==> config.mk <==
export PLATFORM = sky130hd
export DESIGN_NAME = zero_watch
export DESIGN_NICKNAME = d
export VERILOG_FILES = /design/src/rtl/zw_pkg.sv /design/src/rtl/zw_ctrl.sv /design/src/rtl/zw_chan.sv /design/src/rtl/zero_watch.sv
export SDC_FILE = /design/constraint.sdc
export NUM_CORES = 1
export LEC_CHECK = 0
export CAP_MARGIN = 20
export CORE_ASPECT_RATIO = 1.25
export CORE_UTILIZATION = 40
export CTS_CLUSTER_DIAMETER = 40
export CTS_CLUSTER_SIZE = 40
export DETAILED_ROUTE_END_ITERATION = 8
export DONT_BUFFER_PORTS = 1
export GPL_TIMING_DRIVEN = 0
export PLACE_DENSITY = 0.58
export SYNTH_ARGS = -nofsm -noshare
export SYNTH_HDL_FRONTEND = slang
export SYNTH_SLANG_ARGS = --single-unit
==> constraint.sdc <==
create_clock -name clk -period 2.4 [get_ports clk]
set_clock_uncertainty 0.15 [all_clocks]
set_input_delay 0.12 -clock clk [delete_from_list [all_inputs] [get_ports clk]]
set_output_delay 0.12 -clock clk [all_outputs]
set_load 0.02 [all_outputs]
==> src/rtl/zw_pkg.sv <==
package zw_pkg;
  typedef enum logic [2:0] {
    ZW_IDLE = 3'd0,
    ZW_ARM  = 3'd1,
    ZW_RUN  = 3'd2,
    ZW_HOLD = 3'd3,
    ZW_RST  = 3'd4,
    ZW_REL  = 3'd5
  } zw_state_e;
endpackage

==> src/rtl/zw_ctrl.sv <==
module zw_ctrl
  import zw_pkg::*;
#(
  parameter int RST_QUAL = 5,
  parameter int REL_DLY  = 6
) (
  input  logic      clk,
  input  logic      rst_n,
  input  logic      frame,
  input  logic      det_enable,
  input  logic      pdn_n,
  input  logic      dac_active,
  output logic      cnt_en,
  output logic      clr_cnt,
  output logic      clr_flag,
  output logic      gate_open,
  output zw_state_e st
);
  localparam int PMAX = (RST_QUAL > REL_DLY) ? RST_QUAL : REL_DLY;
  localparam int PW   = $clog2(PMAX + 1);
  localparam logic [PW-1:0] QUAL_LAST = PW'(RST_QUAL - 1);
  localparam logic [PW-1:0] REL_LAST  = PW'(REL_DLY - 1);

  zw_state_e     st_nx;
  logic [PW-1:0] phase, phase_nx;
  logic          rel_done;

  assign gate_open = pdn_n && det_enable;
  assign rel_done  = (st == ZW_REL) && dac_active && frame && (phase == REL_LAST);

  always_comb begin
    st_nx    = st;
    phase_nx = phase;
    if (!gate_open) begin
      st_nx    = ZW_IDLE;
      phase_nx = '0;
    end else begin
      unique case (st)
        ZW_IDLE: if (dac_active) st_nx = ZW_ARM;
        ZW_ARM: begin
          if (!dac_active) st_nx = ZW_IDLE;
          else if (frame)  st_nx = ZW_RUN;
        end
        ZW_RUN: begin
          if (!dac_active) begin
            st_nx    = ZW_HOLD;
            phase_nx = '0;
          end
        end
        ZW_HOLD: begin
          if (dac_active) st_nx = ZW_RUN;
          else if (frame) begin
            if (phase == QUAL_LAST) begin
              st_nx    = ZW_RST;
              phase_nx = '0;
            end else begin
              phase_nx = phase + 1'b1;
            end
          end
        end
        ZW_RST: begin
          if (dac_active) begin
            st_nx    = ZW_REL;
            phase_nx = '0;
          end
        end
        ZW_REL: begin
          if (!dac_active) begin
            st_nx    = ZW_RST;
            phase_nx = '0;
          end else if (frame) begin
            if (phase == REL_LAST) begin
              st_nx    = ZW_ARM;
              phase_nx = '0;
            end else begin
              phase_nx = phase + 1'b1;
            end
          end
        end
        default: st_nx = ZW_IDLE;
      endcase
    end
  end

  always_ff @(posedge clk or negedge rst_n) begin
    if (!rst_n) begin
      st    <= ZW_IDLE;
      phase <= '0;
    end else begin
      st    <= st_nx;
      phase <= phase_nx;
    end
  end

  assign cnt_en   = frame && gate_open && dac_active && (st == ZW_RUN);
  assign clr_cnt  = !gate_open || (st == ZW_IDLE) || (st == ZW_RST);
  assign clr_flag = !gate_open || (st == ZW_IDLE) || rel_done;
endmodule

==> src/rtl/zw_chan.sv <==
module zw_chan #(
  parameter int SW     = 24,
  parameter int ZCOUNT = 8192
) (
  input  logic          clk,
  input  logic          rst_n,
  input  logic          cnt_en,
  input  logic          clr_cnt,
  input  logic          clr_flag,
  input  logic [SW-1:0] sample,
  output logic          flag
);
  localparam int CW = (ZCOUNT > 2) ? $clog2(ZCOUNT) : 1;
  localparam logic [CW-1:0] TERM = CW'(ZCOUNT - 1);

  logic [CW-1:0] cnt;
  logic          is_zero;

  assign is_zero = (sample == '0);

  always_ff @(posedge clk or negedge rst_n) begin
    if (!rst_n) begin
      cnt <= '0;
    end else if (clr_cnt) begin
      cnt <= '0;
    end else if (cnt_en) begin
      if (!is_zero)         cnt <= '0;
      else if (cnt != TERM) cnt <= cnt + 1'b1;
    end
  end

  always_ff @(posedge clk or negedge rst_n) begin
    if (!rst_n) begin
      flag <= 1'b0;
    end else if (clr_flag) begin
      flag <= 1'b0;
    end else if (cnt_en) begin
      if (!is_zero)          flag <= 1'b0;
      else if (cnt == TERM)  flag <= 1'b1;
    end
  end
endmodule

==> src/rtl/zero_watch.sv <==
module zero_watch
  import zw_pkg::*;
#(
  parameter int SW       = 24,
  parameter int ZCOUNT   = 8192,
  parameter int RST_QUAL = 5,
  parameter int REL_DLY  = 6
) (
  input  logic          clk,
  input  logic          rst_n,
  input  logic          in_valid,
  output logic          in_ready,
  input  logic [SW-1:0] in_left,
  input  logic [SW-1:0] in_right,
  input  logic          det_enable,
  input  logic          pdn_n,
  input  logic          dac_active,
  output logic          zflag_l,
  output logic          zflag_r
);
  localparam int NCH = 2;

  zw_state_e     st;
  logic          frame, cnt_en, clr_cnt, clr_flag, gate_open;
  logic [SW-1:0] smp [NCH];
  logic [NCH-1:0] flag_q;

  assign in_ready = 1'b1;
  assign frame    = in_valid && in_ready;
  assign smp[0]   = in_left;
  assign smp[1]   = in_right;

  zw_ctrl #(.RST_QUAL(RST_QUAL), .REL_DLY(REL_DLY)) u_ctrl (
    .clk(clk), .rst_n(rst_n), .frame(frame), .det_enable(det_enable),
    .pdn_n(pdn_n), .dac_active(dac_active), .cnt_en(cnt_en),
    .clr_cnt(clr_cnt), .clr_flag(clr_flag), .gate_open(gate_open), .st(st)
  );

  for (genvar c = 0; c < NCH; c++) begin : g_ch
    zw_chan #(.SW(SW), .ZCOUNT(ZCOUNT)) u_chan (
      .clk(clk), .rst_n(rst_n), .cnt_en(cnt_en), .clr_cnt(clr_cnt),
      .clr_flag(clr_flag), .sample(smp[c]), .flag(flag_q[c])
    );
  end

  assign zflag_l = flag_q[0] && gate_open;
  assign zflag_r = flag_q[1] && gate_open;
endmodule

* Word level (Yosys, flattened, before mapping)
Index checks and enable logic that the tools add are counted.
** Word-level totals
- Register bits :: 34
- Input bits :: 54
- Output and inout port bits :: 3
- Word-level logic and storage cells :: 98
** Operators by class
- Add/subtract/negate cells :: 3
- Eq/ne operators :: 26
- Multiplexer cells :: 39
- Reductions and logical operators :: 24
** Operators with widths (count)
- $mux 13 :: 8
- $mux 3 :: 21
- $logic_not 24->1 :: 2
- $ne 3x3->1 const B :: 9
- $add 13x1->13 const B :: 2
- $eq 13x13->1 const B :: 2
- $ne 13x13->1 const B :: 2
- $pmux 3 s6 :: 1
- $ne 4x4->1 const B :: 4
- $eq 3x3->1 const B :: 4
- $pmux 3 s4 :: 1
- $logic_and 1x1->1 :: 9
- $mux 1 :: 8
- $reduce_and 2->1 :: 4
- $reduce_and 8->1 :: 1
- $eq 3x2->1 const B :: 2
- $reduce_and 6->1 :: 1
- $ne 5x1->1 const B :: 1
- $ne 4x3->1 const B :: 1
- $reduce_bool 2->1 :: 2
- $add 3x1->3 const B :: 1
- $eq 3x1->1 const B :: 1
- $logic_not 3->1 :: 1
- $logic_or 1x1->1 :: 3
- $logic_not 1->1 :: 1

* Logic depth before layout (Yosys ltp)
- Word-level depth :: 7
- Gate-level depth with buffers :: 8
- Depth with buffers taken out :: 7

* Hierarchy
From an unflattened synthesis, not the netlist that was laid out.
** Unflattened totals
- Cell total of the unflattened synthesis :: 275
- Area total of the unflattened synthesis :: 2359.8 um^2
** By module, submodules not included
- zw_chan :: times used 2, cells each 102, area each 887.1 um^2
- zw_ctrl :: times used 1, cells each 67, area each 561.8 um^2
- zero_watch :: times used 1, cells each 4, area each 23.8 um^2

* Worst setup path before layout
No wires, ideal clock.
- Kind :: register to register
- From :: reg u_ctrl.st[0]
- To :: reg g_ch[0].u_chan.cnt[5]
- Setup time :: 78 ps
- Arrival time :: 1938 ps
- Required time :: 2172 ps
- Setup slack :: 234 ps
- Cell stages (with the launch flop) :: 7
- Buffers on the path :: 2
- Clock period less this slack :: 2166 ps
- Path through :: dfrtp_1 buf_2 or3_1 buf_6 or3_4 or4_1 a21oi_1
** On the way
- Longest elaborated chain between the ends :: 5
- Elaborated cells on any way between the ends :: 10
- Those cells by class :: 3 x eq/ne; 1 x mux; 6 x reduce/logical
** Ends and longest elaborated chain
- from (decl) :: line zw_ctrl.sv:17 : output zw_state_e st
- from (signal assigned) :: line zw_ctrl.sv:90 : st <= st_nx;
- $logic_not 3->1 :: line zw_ctrl.sv:96 : assign clr_cnt = !gate_open || (st == ZW_IDLE) || (st == ZW_RST);
- $logic_or 1x1->1 (2 in a row) :: line zw_ctrl.sv:96
- $ne 3x3->1 (no source line) or $reduce_bool 2->1 (tied branches)
- $reduce_and 2->1 (no source line)
- to (signal assigned) :: line zw_chan.sv:28 : else if (cnt != TERM) cnt <= cnt + 1'b1;
- to (decl) :: line zw_chan.sv:16 : logic [CW-1:0] cnt;
Parallel ways exist; a longest one is shown, timed or not.
A chain may end at the register's enable or synchronous reset.

* Worst setup path after layout
- From :: in dac_active
- To :: reg g_ch[0].u_chan.cnt[5]
** On the way
- Longest elaborated chain between the ends :: 4
** Ends and longest elaborated chain
- from (decl) :: line zero_watch.sv:17 : input logic dac_active,
- $logic_and 1x1->1 (2 in a row) :: line zw_ctrl.sv:95 : assign cnt_en = frame && gate_open && dac_active && (st == ZW_RUN);
- $reduce_bool 2->1 (no source line)
- $reduce_and 2->1 (no source line)
Every way passes these cells.

==> metrics.csv <==
metric,value,unit
nFillCells,549,
finalWeightedCongestion,0.801,
first_global_vias,2160,
drc_errors,0,
arrival,2.36,ns
fin_util,46.4,%
cts_buffers,5,
synth_ff_type,dfrtp_1,
antenna_left,0,
crit_path_frequent_cell,buf_6,
fp.dieArea,6130,um^2
diodes,0,
yosys_register_bits,34,
grt-ovfl-total,0,
clock_latency,0.29,ns
cts.sinks,34,
synth.area.top_cells,"dfrtp_1, nand2_1, nor4_1",
cts_buffer_depth,2,
whs_path_depth,5,
vias,2331,
drtIter0Drc,174,
synthAdderAreaFrac,3.23,%
setup_viol,0,
fmax,435,MHz
wl_per_cell,16.9,um
syn_nets,341,
relSlewSlack,56.1,%
rsz0062_at_grt,no,
drive_gt1_share,7.51,%
grt_usage,21.2,%
timing.critical_path.from,dac_active,
synth-seq-area-share,36.6,%
yosysTopAreaCell,dfrtp_1,
fin_hold_ws,0.0605,ns
rrSetupSlack,0.11,ns
grt_start_max_net_pins,35,
nets,353,
critical_path_class,in -> reg,
critPathLaunchType,primary input,
cts_tree,yes,
synth_xor_area_share,0,%
synth_area_per_cell,8.28,um^2
die_y,87.3,um
crit_slowest_cell,dlygate4sd3_1,
synth_top_family_by_area,simple AND/OR/NAND/NOR gates,
hold_class,in -> reg,
boundaryPins,57,
synth_cell_types,52,
dp_hpwl,4.27,mm
worst_pin_slew,0.651,ns
syn_to_final_growth,10.2,%
synth-compound-area-share,23.9,%
yosysWarningCount,0,
via_per_inst,6.53,
netlist_area,2330,um^2
drv_cap,0,
portBuffers,0,
async_flop_share,100,%
path_cells,dlygate4sd3_1 > buf_6 > nand2_2 > or3_1 > buf_6 > or3_4 > or4_1 > a21oi_1,
leakagePower,0.000894,uW
cp-end-kind,flop,
routed_wl,6.04,mm
critPathMaxStageDelay,0.54,ns
grt_pass1_wl,10.3,mm
final.setup.tns,0,ns
synth-simple-area-share,30.7,%
rr_worst_depth,6,
vdd_drop_max,0.286,mV
h-tree-depth,2,
antenna_found_initial,0,
initial_core_util,42.2,%
synthMuxAreaShare,0.914,%
cts-root-buf,clkbuf_8,
core,5520,um^2
yosys.area.top_type_share,36.6,%
num_rows,30,
mostFrequentLayoutCells,"dfrtp_1, nand2_1, nor2_1",
run_status,"complete, no violations",
reg2reg_to,g_ch[0].u_chan.cnt[5],
crit_fanout,10,
clk_pin_slew,0.07,ns
first_pass_iters,5,
synth_edf_count,0,
syn_inst,281,
layout_commonest_cell,dfrtp_1,
power_density,422,nW/um^2
hold_viol,0,
slew_violations,0,
r2r_start,u_ctrl.st[0],
design_power_total,1080,uW
hp-start,in_left[11],
die_w,70.2,um
fin_crit_sh,95.8,%
critical_path_required,2.46,ns
min_period,2.30,ns
min_to,g_ch[0].u_chan.cnt[1],
[metrics by stage]
step                      area (um^2)  std cells  setup WS, ns
final                            2560        357        0.0999
after global routing             2560        357        0.0162
after CTS                        2540        357        0.0113
after detailed placement         2410        345        0.0337
after global placement           2410        345        0.0792
after floorplan                  2330        281         0.234
[metal layers]
| layer | GRT usage, % | vias up | wire length [um] |
|---|---|---|---|
| met5 | 0 | - | 0 |
| li1 | - | 1114 | - |
| met1 | 27.5 | 1121 | 2700 |
| met4 | 8.18 | 0 | 79 |
| met2 | 35.1 | 90 | 2940 |
| met3 | 3.94 | 6 | 312 |
[cell usage after synthesis (2+ instances only)]
library cell,number
dfrtp_1,34
nand2_1,28
nor2_1,18
o21ai_0,17
a21oi_1,16
nand3_1,16
nor4_1,15
clkbuf_1,13
nand4_1,11
a31oi_1,10
nor3_1,10
and3_1,7
ha_1,6
inv_1,6
o211ai_1,6
a211oi_1,5
a41oi_1,5
or4_1,5
nand2b_1,4
nand3b_1,4
a311oi_1,3
o41ai_1,3
a211o_1,2
a21boi_0,2
and4_1,2
buf_6,2
nor2b_1,2
o2111ai_1,2
o221a_2,2
or2_2,2
or3_1,2
[cell type report]
cell class / instances / area [um^2] / area share, %
plain buffers: 17 / 86.3 / 3.37
clock buffers: 7 / 76.3 / 2.98
inverters: 6 / 22.5 / 0.879
multi-input cells: 224 / 1390 / 54.1
flip-flops and latches: 34 / 851 / 33.2
well taps: 64 / 80.1 / 3.12
repair buffers: 5 / 60.1 / 2.34
[worst max path at each step]
stage / slack [ns] / endpoint / depth (start not counted)
2_1_floorplan: 0.23 / g_ch[0].u_chan.cnt[5] / 6
5_1_grt: 0.02 / g_ch[0].u_chan.cnt[8] / 6
3_3_place_gp: 0.08 / g_ch[1].u_chan.cnt[9] / 6
6_report: 0.1 / g_ch[0].u_chan.cnt[5] / 8
3_5_place_dp: 0.03 / g_ch[1].u_chan.cnt[9] / 6
4_1_cts: 0.01 / g_ch[1].u_chan.cnt[9] / 6
[what timing repair did]
| action | 4_1_cts | 5_1_grt |
|---|---|---|
| setup buffers | 0 | 0 |
| hold buffers | 5 | 0 |
| gates resized for setup | 0 | 7 |
| hold endpoints to repair | 36 | 0 |
| setup endpoints to repair | 0 | 12 |
[sequential cells by signal (all words and copies together) (netlist names)]
register,count
u_ctrl.st,3
g_ch.u_chan.flag,2
u_ctrl.phase,3
g_ch.u_chan.cnt,26
[critical path: cells and delay by family]
kind                   cells  cell delay, ns
AO/OA/AOI/OAI              1            0.15
AND/OR/NAND/NOR            4            1.24
buffers and inverters      3            0.84
[where the power goes]
group	switching, uW	leakage (uW)	internal (uW)	total [uW]
Clock	209	0.0000383	200	409
Sequential	1.47	0.000474	575	576
Combinational	63.3	0.000382	32.8	96.1
Total	273	0.000894	807	1080
[kinds of logic (layout without fill, tap and decap cells)]
family                   count (synthesis)  in the layout
AO/OA/AOI/OAI                           82             82
adder cells (fa/ha/maj)                  6              6
buffers and inverters                   23             35
flip-flops                              34             34
multiplexers                             2              2
other                                    1              1
AND/OR/NAND/NOR                        133            133
No activity file was read; power rests on OpenSTA's default activity.
